--- src/rtl/pedestal_sub.sv ---
module pedestal_sub #(
  parameter int DW       = 12,
  parameter int AVG_LOG2 = 7
) (
  input  logic          clk,
  input  logic          rst_n,
  input  logic [DW-1:0] in_data,
  input  logic          in_valid,
  input  logic          meas_start,
  input  logic [DW-1:0] man_ped,
  input  logic          use_manual,
  input  logic          corr_en,
  output logic [DW-1:0] out_data,
  output logic          out_valid,
  output logic [DW-1:0] ped_value,
  output logic          meas_busy
);
  localparam int ACC_W = DW + AVG_LOG2;

  logic [ACC_W-1:0]    acc;
  logic [ACC_W-1:0]    acc_next;
  logic [AVG_LOG2-1:0] cnt;
  logic [DW-1:0]       auto_ped;
  logic                s1_valid;
  logic [DW-1:0]       s1_data;
  logic [DW-1:0]       s1_ped;

  assign acc_next  = acc + ACC_W'(in_data);
  assign ped_value = use_manual ? man_ped : auto_ped;

  // baseline estimator
  always_ff @(posedge clk) begin
    if (!rst_n) begin
      acc       <= '0;
      cnt       <= '0;
      auto_ped  <= '0;
      meas_busy <= 1'b0;
    end else if (meas_busy) begin
      if (in_valid) begin
        cnt <= cnt + 1'b1;
        acc <= acc_next;
        if (cnt == '1) begin
          auto_ped  <= acc_next[ACC_W-1:AVG_LOG2];
          meas_busy <= 1'b0;
          acc       <= '0;
        end
      end
    end else if (meas_start) begin
      meas_busy <= 1'b1;
      cnt       <= '0;
      acc       <= '0;
    end
  end

  // two-stage correction pipeline
  always_ff @(posedge clk) begin
    if (!rst_n) begin
      s1_valid  <= 1'b0;
      s1_data   <= '0;
      s1_ped    <= '0;
      out_valid <= 1'b0;
      out_data  <= '0;
    end else begin
      s1_valid  <= in_valid;
      out_valid <= s1_valid;
      if (in_valid) begin
        s1_data <= in_data;
        s1_ped  <= corr_en ? ped_value : '0;
      end
      if (s1_valid)
        out_data <= (s1_data > s1_ped) ? s1_data - s1_ped : '0;
    end
  end

  p_valid_pipe_r2: assert property (@(posedge clk) disable iff (!rst_n)
    out_valid == $past(s1_valid));
  p_no_underflow_r3: assert property (@(posedge clk) disable iff (!rst_n)
    out_valid |-> out_data <= $past(s1_data));
  p_hold_idle_r10: assert property (@(posedge clk) disable iff (!rst_n)
    !out_valid |-> $stable(out_data));
  p_keep_old_r8: assert property (@(posedge clk) disable iff (!rst_n)
    (meas_busy && $past(meas_busy)) |-> $stable(auto_ped));
  p_idle_clear_r7: assert property (@(posedge clk) disable iff (!rst_n)
    !meas_busy |-> (acc == '0 && cnt == '0));
  p_end_on_sample_r6: assert property (@(posedge clk) disable iff (!rst_n)
    $fell(meas_busy) |-> $past(in_valid));
endmodule

--- config.mk ---
export PLATFORM = sky130hd
export DESIGN_NAME = pedestal_sub
export DESIGN_NICKNAME = d
export VERILOG_FILES = /design/src/rtl/pedestal_sub.sv
export SDC_FILE = /design/constraint.sdc
export NUM_CORES = 1
export LEC_CHECK = 0
export ABC_CLOCK_PERIOD_IN_PS = 2800
export BUFFER_PORTS_ARGS = -buffer_cell sky130_fd_sc_hd__buf_4
export CORE_ASPECT_RATIO = 1.75
export CORE_MARGIN = 8
export CORE_UTILIZATION = 35
export CTS_CLUSTER_SIZE = 10
export DETAILED_ROUTE_END_ITERATION = 6
export PLACE_DENSITY = 0.54
export REMOVE_ABC_BUFFERS = 1
export SLEW_MARGIN = 20
export SYNTH_ARGS = -nofsm -noshare
export SYNTH_HDL_FRONTEND = slang
export SYNTH_SLANG_ARGS = --single-unit
--- constraint.sdc ---
create_clock -name clk -period 2.8 [get_ports clk]
set_clock_uncertainty 0.1 [all_clocks]
set_input_delay 0.28 -clock clk [delete_from_list [all_inputs] [get_ports clk]]
set_output_delay 0.28 -clock clk [all_outputs]
set_load 0.05 [all_outputs]
### Word level (Yosys, flattened, before mapping)

Cells that the tools add are included.

| word-level totals | value |
|---|---|
| flip-flop bits (word level) | 77 |
| output and inout port bits | 26 |
| logic and storage cells | 32 |

| operators by class | value |
|---|---|
| add/subtract/negate cells | 3 |
| magnitude comparators | 1 |
| equality and inequality tests | 2 |
| muxes and demuxes | 14 |
| reduce and logical (&&, ||, !) cells | 3 |

Operators with widths:

| operator | count |
|---|---|
| 19-bit two-way mux | 4 |
| 12-bit two-way mux | 3 |
| 7-bit two-way mux | 3 |
| 19-bit by 12-bit adder with 19-bit output | 1 |
| 12-bit greater-than comparator | 1 |
| 12-bit subtractor | 1 |
| 7-bit by 1-bit adder with 7-bit output, second input constant | 1 |
| 7-bit == test, second input constant | 1 |
| 1-bit two-way mux | 4 |
| 3-bit AND reduction | 1 |
| 2-bit inequality test, second input constant | 1 |
| 2-bit AND reduction | 1 |
| 2-bit nonzero test | 1 |

### Longest topological paths before layout

Gate-level depths: netlist (run 1).

| logic depth | value |
|---|---|
| depth in word-level cells | 4 |
| gate-level depth with buffers | 11 |

### Worst setup path before layout (run 1)

OpenSTA, ideal clock, no wires.

| path | value |
|---|---|
| path type | register to register |
| from | reg s1_data[0] |
| to | reg out_data[0] |
| library setup time | 0.128 ns |
| data arrival time | 1.910 ns |
| setup slack | 0.662 ns |
| cell stages (with the launch flop) | 12 |
| buffers on the path | 1 |
| clock period less this slack | 2.138 ns |
| cells stage by stage | dfxtp_1 inv_1 ha_1 inv_1 fa_1 a211oi_1 o211ai_1 nand3b_1 a31oi_1 clkbuf_1 a21oi_1 nor2_1 |

| between the ends | value |
|---|---|
| word-level cells in the longest chain between the ends | 2 |

RTL lines:

| what | line | source |
|---|---|---|
| start, declared | 25 | `logic [DW-1:0] s1_data;` |
| start signal, assigned | 67 | `s1_data <= in_data;` |
| 12-bit subtractor / 12-bit greater-than comparator (equally long branches) | 71 | `out_data <= (s1_data > s1_ped) ? s1_data - s1_ped : '0;` |
| 12-bit two-way mux (*) | 71 |  |
| end signal, assigned | 71 |  |
| end, declared | 13 | `output logic [DW-1:0] out_data,` |

Every way passes the cells marked *; elsewhere a longest branch is shown, timed or not.
A chain may end at the register's enable or synchronous reset.

### Worst setup path after layout (run 1)

| path | value |
|---|---|
| from | reg s1_data[0] |
| to | reg out_data[1] |

The elaborated chain is that of the path after synthesis.

==> metrics.txt, run 1 <==
Finished Layout Cells approximately 720; most frequently used flop master after synthesis dfxtp_1; routed wl met3 between 300 and 400 um; initial antenna violation count 0; Final Hold Vio Count 0; starting density of the core a little over a third; DRC errors left 0; most frequent cells in the layout dfxtp_1 (77), buf_4 (63), a21oi_1 (54); slew margin rel. between 60% and 70%; Area Overhead vs Synth 20.41%; Clk Latency, worst-skew pair 0.34 ns; GRT Total Usage roughly 15%; Pleak between 2 and 2.5 nW; Setup TNS 0 ns; remaining antenna violation count 0; post-layout min period ~2.4 ns; ratio of final minimum period to clock period 84.65%; cell row count 53; sequential fraction of the synthesis area about 36%; #FFs+latches synth 77; Post-synth EDFFs 0; Layout fillers around 1200; via count between 3000 and 4000; Crit Path Category reg -> reg; Final setup viols 0; share of post-route cells with drive strength above 1 around 18%; input/output buffers 55; Worst-Margin Slew around 0.58 ns; commonest non-fill, non-tap cell in the layout dfxtp_1; clock sinks 77; Hold/Removal Path Class in -> reg; ys async rst share 0%; die width between 90 and 100 um; Vias/cell between 5 and 6; Synth warnings 0; Max Used Layer met4; WP data required approximately 2.9 ns; Final #Nets between 600 and 700; CTS clk-pin slew, worst paths approximately 0.060 ns; met2 wire len approximately 6500 um; Mapped Area about 4300 um2; vertical die dimension 162.7 um; largest fanout on the critical path 11; Post-Route M1 WL between 4000 and 5000 um; first-pass GRT wire length 19150 um; H-tree depth 3; Cell Count Post-Placement between 700 and 800; status finished, final reports clean; Pre-antenna DRT Iters 4; Core Area 12000 um2; Pins Over Slew Limit 0; Critical Path Start Type flop; Setup Buffers After CTS 0; GP Congestion 0.8860; Core Util, Final about 43%; Top Ports between 50 and 60; ant diodes 0; RSZ-0062 raised after global routing no; post-synth cell types a little under 60; final WL 12040 um; full die area ~16000 um2; fmax roughly 420 MHz; CP Data Arrival Time around 2.5 ns; 1st-iter DRT viols 190; Pwr Density 566.2 nW/um2; global route total overflow 0; Cells after Synth approximately 500; Worst setup EP type flop; worst vdd ir 0.3240 mV; CTS Buf Count 9; number of global-route vias before repair roughly 3700; max-cap viol count 0; wire per inst 16.68 um; CTS root buf clkbuf_16; pin count of the biggest net entering global routing 53; dpl hpwl about 9300 um; Synth Area per Inst 8.557 um2; CTS tree done; clock buffer depth 2
-- flip-flops by register name, indices dropped and copies added (netlist names) --
signal	count
acc	19
s1_data	12
out_valid	1
out_data	12
s1_valid	1
s1_ped	12
meas_busy	1
cnt	7
auto_ped	12
-- Yosys cell counts (all sizes together), types with 3 or more instances --
cell / instances / area, um2
a221oi: 3 / 38.79
xnor2: 14 / 122.6
ha: 25 / 312.8
inv: 20 / 75.07
a22oi: 6 / 45.04
xor2: 7 / 61.31
nand2b: 19 / 118.9
a211oi: 6 / 50.05
nand3b: 6 / 45.04
o21ai: 29 / 152.6
and2: 6 / 37.54
o41ai: 3 / 26.28
o21a: 4 / 30.03
dfxtp: 77 / 1541
nor2b: 10 / 62.56
or3: 6 / 37.54
mux2: 12 / 135.1
mux2i: 12 / 120.1
a21boi: 4 / 30.03
a311oi: 3 / 38.79
nand4: 7 / 43.79
nor2: 43 / 161.4
nand2: 29 / 108.9
a21oi: 54 / 270.3
buf: 10 / 61.30
o211ai: 6 / 45.04
o21bai: 3 / 22.52
clkbuf: 13 / 48.80
nor3: 3 / 15.01
or2: 3 / 18.77
and3: 5 / 32.53
a21o: 9 / 67.56
nand3: 24 / 120.1
-- through the flow --
stage | power (mW) | hold WS, ns | instance area [um2] | setup slack (ns)
2_1_floorplan | 1.553 | 0.3017 | 4194 | 0.4789
3_3_place_gp | 1.735 | 0.3423 | 4873 | 0.3783
3_5_place_dp | 1.739 | 0.3590 | 4873 | 0.2851
4_1_cts | 2.963 | 0.09256 | 5176 | 0.2609
5_1_grt | 3.056 | 0.1144 | 5182 | 0.2223
6_report | 2.935 | 0.1012 | 5182 | 0.4297
-- critical path: stages, from the launching register on --
cell	delay (ns)
dfxtp_1	0.31
inv_1	0.05
ha_1	0.17
inv_1	0.06
fa_1	0.42
a211oi_1	0.31
o211ai_1	0.17
nand3b_1	0.13
a31oi_2	0.24
a21oi_1	0.23
nor2_1	0.05
-- worst paths after layout --
kind / startpoint / to / slack [ns] / depth (start not counted)
hold / removal: in_data[7] / s1_data[7] / 0.10 / 3
hold reg to reg: out_data[11] / out_data[11] / 0.37 / 2
setup / recovery: s1_data[0] / out_data[1] / 0.43 / 10
setup reg to reg: s1_data[0] / out_data[1] / 0.43 / 10
-- cells by family after synthesis --
family	Yosys count	share of synthesized area, %
mux	24	5.930
simple gates	167	19.71
xor+xnor	21	4.273
compound gates	143	21.69
fa+ha+maj	27	8.198
flops	77	35.81
buf+inv	44	4.389
-- repair_timing --
action | 4_1_cts | 5_1_grt
gates resized for setup | 0 | 1
hold buffers | 0 | 0
setup endpoints to repair | 0 | 3
-- metal layers --
metal	global-route usage [%]	vias to the layer above
met5	0	-
met4	8.657	0
met3	2.397	29
met2	28.47	68
met1	14.93	1759
li1	-	1907
-- area by class of cell --
| class | instances | area, um2 | area share, % |
|---|---|---|---|
| inverters | 21 | 78.83 | 1.521 |
| well taps | 165 | 206.4 | 3.984 |
| multi-input cells | 382 | 2580 | 49.78 |
| clock buffers | 9 | 225.2 | 4.346 |
| clock inverters | 5 | 77.57 | 1.497 |
| flip-flops and latches | 77 | 1541 | 29.74 |
| repair buffers | 63 | 473.0 | 9.126 |
-- report_power, final --
part	switching, mW	internal, mW
Clock	0.451	0.767
Sequential	0.0290	1.14
Combinational	0.338	0.215
Note: power is estimated with default switching activity, not from simulation.
==> inputs of run 2 (changes only) <==
Settings changed: ABC_CLOCK_PERIOD_IN_PS 2800 to 2350.
Clock period 2.8 ns to 2.35 ns, I/O delays scaled along.
==> run 2 against run 1 <==
Net effect: worst setup slack got worse by 0.33 ns; cell area increased by 4.3%; sequential share of layout area decreased by 1.2 points; die area unchanged; highest routed layer unchanged; global-route usage about the same; critical path depth decreased by 2; register-to-register slack got worse by 0.33 ns; maximum frequency increased by 5.2%; worst hold slack got worse by 0.047 ns; non-clock buffer count increased by 13; first-iteration DRC count decreased by 37%; clock power increased by 25%.
==> metrics.txt, run 2 (synthesis gave the netlist of run 1 again) <==
status finished, final reports clean (unchanged); Critical Path Start Type flop (unchanged); Reg with most FFs acc (unchanged); hold-critical path endpoint s1_data[2] (was s1_data[7]); Clk Latency, worst-skew pair 0.33 ns (was 0.34 ns); reg2reg setup slack 0.1 ns (was 0.43 ns); Pre-antenna DRT Iters 5 (was 4); CP Data Arrival Time 2.40 ns (was 2.47 ns); ratio of final minimum period to clock period 95.83% (was 84.65%); Pins Over Slew Limit 0 (unchanged); CTS clk-pin slew, worst paths 0.06 ns (about the same); GP Congestion 0.8722 (was 0.8860); Final setup viols 0 (unchanged); remaining antenna violation count 0 (unchanged); 1st-iter DRT viols 120 (was 190); Crit Path Category reg -> reg (unchanged); input/output buffers 55 (unchanged); initial antenna violation count 0 (unchanged); post-layout min period 2.252 ns (was 2.370 ns); Sw Share 27.29% (was 27.85%); dpl hpwl 9202 um (was 9310 um); number of global-route vias before repair 3811 (was 3746); CTS Buf Count 9 (unchanged); global route total overflow 0 (unchanged); combinational share of power 19.4% (was 18.8%); full die area 16240 um2 (unchanged); Pint 2.631 mW (was 2.117 mW); GRT Total Usage 15.05% (was 15.06%); reg-to-reg critical path endpoint auto_ped[6] (was out_data[1]); fmax 444.0 MHz (was 421.9 MHz); final WL 12150 um (was 12040 um); Pleak 2.154 nW (was 2.082 nW); CTS tree done (unchanged); Final #Nets 624 (was 611); via count 3843 (was 3763); share of total power in the clock network 42.2% (was 41.5%); RSZ-0062 raised after global routing yes (was no); worst vdd ir 0.4685 mV (was 0.3240 mV); Final Hold Vio Count 0 (unchanged); final worst slack 0.09795 ns (was 0.4297 ns); clock buffer depth 2 (unchanged); first-pass GRT wire length 19240 um (was 19150 um); Placement Setup Slack 0.01108 ns (was 0.2851 ns); worst reg2reg path startpoint acc[5] (was s1_data[0]); Sequential Power Share 38.4% (was 39.7%); Hold/Removal Path Class in -> reg (unchanged); pin count of the biggest net entering global routing 53 (unchanged); clock sinks 77 (unchanged); Area Overhead vs Synth 25.61% (was 20.41%); largest fanout on the critical path 6 (was 11); slew margin rel. 67.78% (was 61.14%); wire per inst 16.49 um (was 16.68 um); vertical die dimension 162.7 um (unchanged); DRC errors left 0 (unchanged); ant diodes 0 (unchanged); Hold Path Stages 3 (unchanged); Worst-Margin Slew 0.4833 ns (was 0.5829 ns); die width 99.83 um (unchanged); share of post-route cells with drive strength above 1 22.20% (was 18.49%); cells on worst reg2reg path 8 (was 10); Worst Hold Launch in_data[2] (was in_data[7]); Core Area 12000 um2 (unchanged); H-tree depth 3 (unchanged); max-cap viol count 0 (unchanged); Net Switching 0.9874 mW (was 0.8173 mW); Pwr Density 669.2 nW/um2 (was 566.2 nW/um2); starting density of the core 35.86% (unchanged); Largest register FFs 19 (unchanged); Top Ports 56 (unchanged); WP data required 2.49 ns (was 2.90 ns); most frequent cells in the layout dfxtp_1 (74), buf_4 (74), a21oi_1 (52) (was dfxtp_1 (77), buf_4 (63), a21oi_1 (54)); Vias/cell 5.214 (was 5.212); Post-CTS Hold Fix Bufs 0 (unchanged); Worst setup EP type flop (unchanged); CTS root buf clkbuf_16 (unchanged); cell row count 53 (unchanged); Setup TNS 0 ns (unchanged)
==> run 2: layer usage <==
metal  wire length [um]  up-vias  GRT usage [%]
met5                  0        -              0
met4                316        0          6.579
met3                376       20          2.911
met1               4813     1826          15.41
met2               6645       69          28.44
li1                   -     1928              -
==> run 2: how the worst max path moves through the flow <==
stage,end,startpoint,cells after the start,slack (ns)
after CTS,auto_ped[10],acc[6],8,0.04
after global placement,auto_ped[10],in_data[7],9,0.06
after global routing,auto_ped[11],acc[0],9,-0.005
after floorplan,auto_ped[6],acc[6],7,0.03
after detailed placement,auto_ped[10],in_data[7],9,0.01
final,auto_ped[6],acc[5],8,0.1
==> run 2: through the flow <==
step,std cells,cell area [um2],hold WS (ns),utilization [%],power (mW)
floorplan,480,4194,0.2567,-,1.850
global placement,718,4961,0.3425,41.33,2.082
detailed placement,718,4961,0.3515,41.33,2.089
CTS,734,5289,0.03990,44.06,3.628
global route,737,5406,0.06971,45.04,3.772
finish,737,5406,0.05392,45.04,3.618
==> run 2: worst max-delay path, cell delays in order (launching register included) <==
cell,delay [ns]
dfxtp_2,0.33
ha_4,0.24
and4_1,0.23
a221oi_2,0.32
o21ai_4,0.12
a221oi_2,0.28
buf_4,0.19
o21ai_0,0.10
a311oi_2,0.25
==> run 2: cell type report <==
cell class / instances / area (um2)
multi-input cells: 382 / 2668
well taps: 165 / 206.4
clock inverters: 3 / 67.56
clock buffers: 13 / 260.3
fillers: 1201 / 6596
repair buffers: 76 / 580.6
flip-flops and latches: 77 / 1545
inverters: 21 / 78.83
==> run 2: power by group through the flow <==
stage,Combinational [mW],Clock [mW],Sequential [mW]
final,0.700,1.53,1.39
after global routing,0.762,1.62,1.39
after CTS,0.677,1.56,1.39
after detailed placement,0.673,0,1.42
after global placement,0.667,0,1.42
after floorplan,0.396,0,1.45
==> run 2: repair_timing <==
| action | in CTS | in global routing |
|---|---|---|
| buffers inserted | 0 | 2 |
| endpoints found under the setup margin | 0 | 19 |
| gates resized for setup | 0 | 17 |
==> inputs of run 3 (changes only) <==
Settings changed: PLACE_DENSITY 0.54 to unset, PLACE_DENSITY_LB_ADDON set to 0.2.
==> run 3 against run 2 <==
Net effect: critical path depth did not move; routed wire length rose by 0.28%; maximum frequency fell by 0.44%; sequential power barely moved.
==> metrics.txt, run 3 (synthesis gave the netlist of run 1 again) <==
status finished, final reports clean (unchanged); full die area 16240 um2 (unchanged); clock sinks 77 (unchanged); Total Power 3.610 mW (was 3.618 mW); CP cell instances ha_4, and4_1, nand2_1, o21ai_2, a221oi_2, clkdlybuf4s15_2, or4_1, nand3_1 (was ha_4, and4_1, a221oi_2, o21ai_4, a221oi_2, buf_4, o21ai_0, a311oi_2); post-layout min period 2.262 ns (was 2.252 ns); Reg with most FFs acc (unchanged); dpl hpwl 9417 um (was 9202 um); Top delay family on crit path simple AND/OR/NAND/NOR gates (was compound AO/OA/AOI/OAI gates); max-cap viol count 0 (unchanged); H-tree depth 3 (unchanged); remaining antenna violation count 0 (unchanged); first-pass GRT wire length 19890 um (was 19240 um); Critical Path Start Type flop (unchanged); clock buffer depth 2 (unchanged); CTS root buf clkbuf_16 (unchanged); Area Overhead vs Synth 24.80% (was 25.61%); RSZ-0062 raised after global routing no (was yes); Worst setup EP type flop (unchanged); ratio of final minimum period to clock period 96.25% (was 95.83%); GRT Total Usage 15.46% (was 15.05%); vertical die dimension 162.7 um (unchanged); Core Area 12000 um2 (unchanged); 1st-iter DRT viols 166 (was 120); most frequent cells in the layout dfxtp_1 (77), buf_4 (75), a21oi_1 (53) (was dfxtp_1 (74), buf_4 (74), a21oi_1 (52)); largest fanout on the critical path 6 (unchanged); CP Data Arrival Time 2.44 ns (was 2.40 ns); Layout fillers 1216 (was 1201); Stages on worst setup path 8 (unchanged); CTS clk-pin slew, worst paths 0.06 ns (about the same); Post-CTS Hold Fix Bufs 0 (unchanged); number of global-route vias before repair 4014 (was 3811); CTS Buf Count 9 (unchanged); share of post-route cells with drive strength above 1 21.50% (was 22.20%); Final setup viols 0 (unchanged); Core Util, Final 44.75% (was 45.04%); Final Cell Area 5371 um2 (was 5406 um2); ant diodes 0 (unchanged); initial antenna violation count 0 (unchanged); via count 3874 (was 3843); final WL 12190 um (was 12150 um); die width 99.83 um (unchanged); Top Ports 56 (unchanged); CTS tree done (unchanged); Final #Nets 624 (unchanged); Pins Over Slew Limit 0 (unchanged); CP Buf/Inv Count 1 (unchanged); Fin Hold WS 0.06406 ns (was 0.05392 ns); Setup TNS 0 ns (unchanged); cells on worst reg2reg path 8 (unchanged); Pre-antenna DRT Iters 4 (was 5); placed inst area 4956 um2 (was 4961 um2); wire per inst 16.53 um (was 16.49 um); Hold/Removal Path Class in -> reg (unchanged); fmax 442.1 MHz (was 444.0 MHz); Worst-Margin Slew 0.4786 ns (was 0.4833 ns); Max stage delay on crit path 0.48 ns (was 0.33 ns); cell row count 53 (unchanged); slowest cell on the critical path or4_1 (was dfxtp_2); commonest non-fill, non-tap cell in the layout dfxtp_1; Crit Path Category reg -> reg (unchanged); Clk Latency, worst-skew pair 0.34 ns (was 0.33 ns); GP Congestion 0.8706 (was 0.8722); Pleak 2.152 nW (was 2.154 nW); worst vdd ir 0.3403 mV (was 0.4685 mV); Final Hold Vio Count 0 (unchanged); starting density of the core 35.86% (unchanged); DRC errors left 0 (unchanged); WP data required 2.52 ns (was 2.49 ns); pin count of the biggest net entering global routing 38 (was 53); input/output buffers 55 (unchanged); Hold Path Stages 3 (unchanged); Largest register FFs 19 (unchanged); slew margin rel. 68.09% (was 67.78%); global route total overflow 0 (unchanged); Pwr Density 672.1 nW/um2 (was 669.2 nW/um2); Vias/cell 5.256 (was 5.214)
==> run 3: per-stage QoR <==
step	std cells	worst slack [ns]
2_1_floorplan	480	0.02890
3_3_place_gp	719	0.06563
5_1_grt	737	0.005246
6_report	737	0.08802
4_1_cts	735	0.05085
3_5_place_dp	719	0.01934
==> run 3: worst min-delay path, delay by kind of cell <==
| kind | cells | cell delay, ns |
|---|---|---|
| buf+inv | 1 | 0.09 |
| mux | 1 | 0.07 |
| simple gates | 1 | 0.07 |
==> run 3: final cells by class <==
type / count / area, um2 / area share, %
Tap cell: 165 / 206.4 / 3.843
Clock buffer: 13 / 260.3 / 4.845
Multi-Input combinational cell: 382 / 2643 / 49.20
Sequential cell: 77 / 1541 / 28.70
Clock inverter: 3 / 67.56 / 1.258
Inverter: 21 / 78.83 / 1.468
Timing Repair Buffer: 76 / 574.3 / 10.69
==> run 3: power by group <==
group	internal (mW)	total, mW	switching, mW	leakage (nW)
clock	0.989	1.53	0.539	0.156
combinational	0.284	0.692	0.408	1.37
sequential	1.35	1.39	0.0368	0.626
==> run 3: layer usage <==
metal / vias up / track usage (%) / part of all wire, %
met3: 26 / 2.868 / 4.5
met4: 0 / 8.587 / 3.3
met1: 1834 / 15.33 / 37
met2: 85 / 29.08 / 55
li1: 1929 / - / -
met5: - / 0 / 0
==> run 3: final timing paths <==
kind,to,slack (ns),startpoint
worst max-delay path,acc[17],0.09,acc[5]
worst min-delay path,s1_data[3],0.06,in_data[3]
worst max register to register,acc[17],0.09,acc[5]
worst min register to register,out_data[7],0.37,out_data[7]
==> run 3: what timing repair did <==
action,in CTS,in global routing
endpoints found under the setup margin,0,12
resized for setup,0,10
setup buffers,0,1
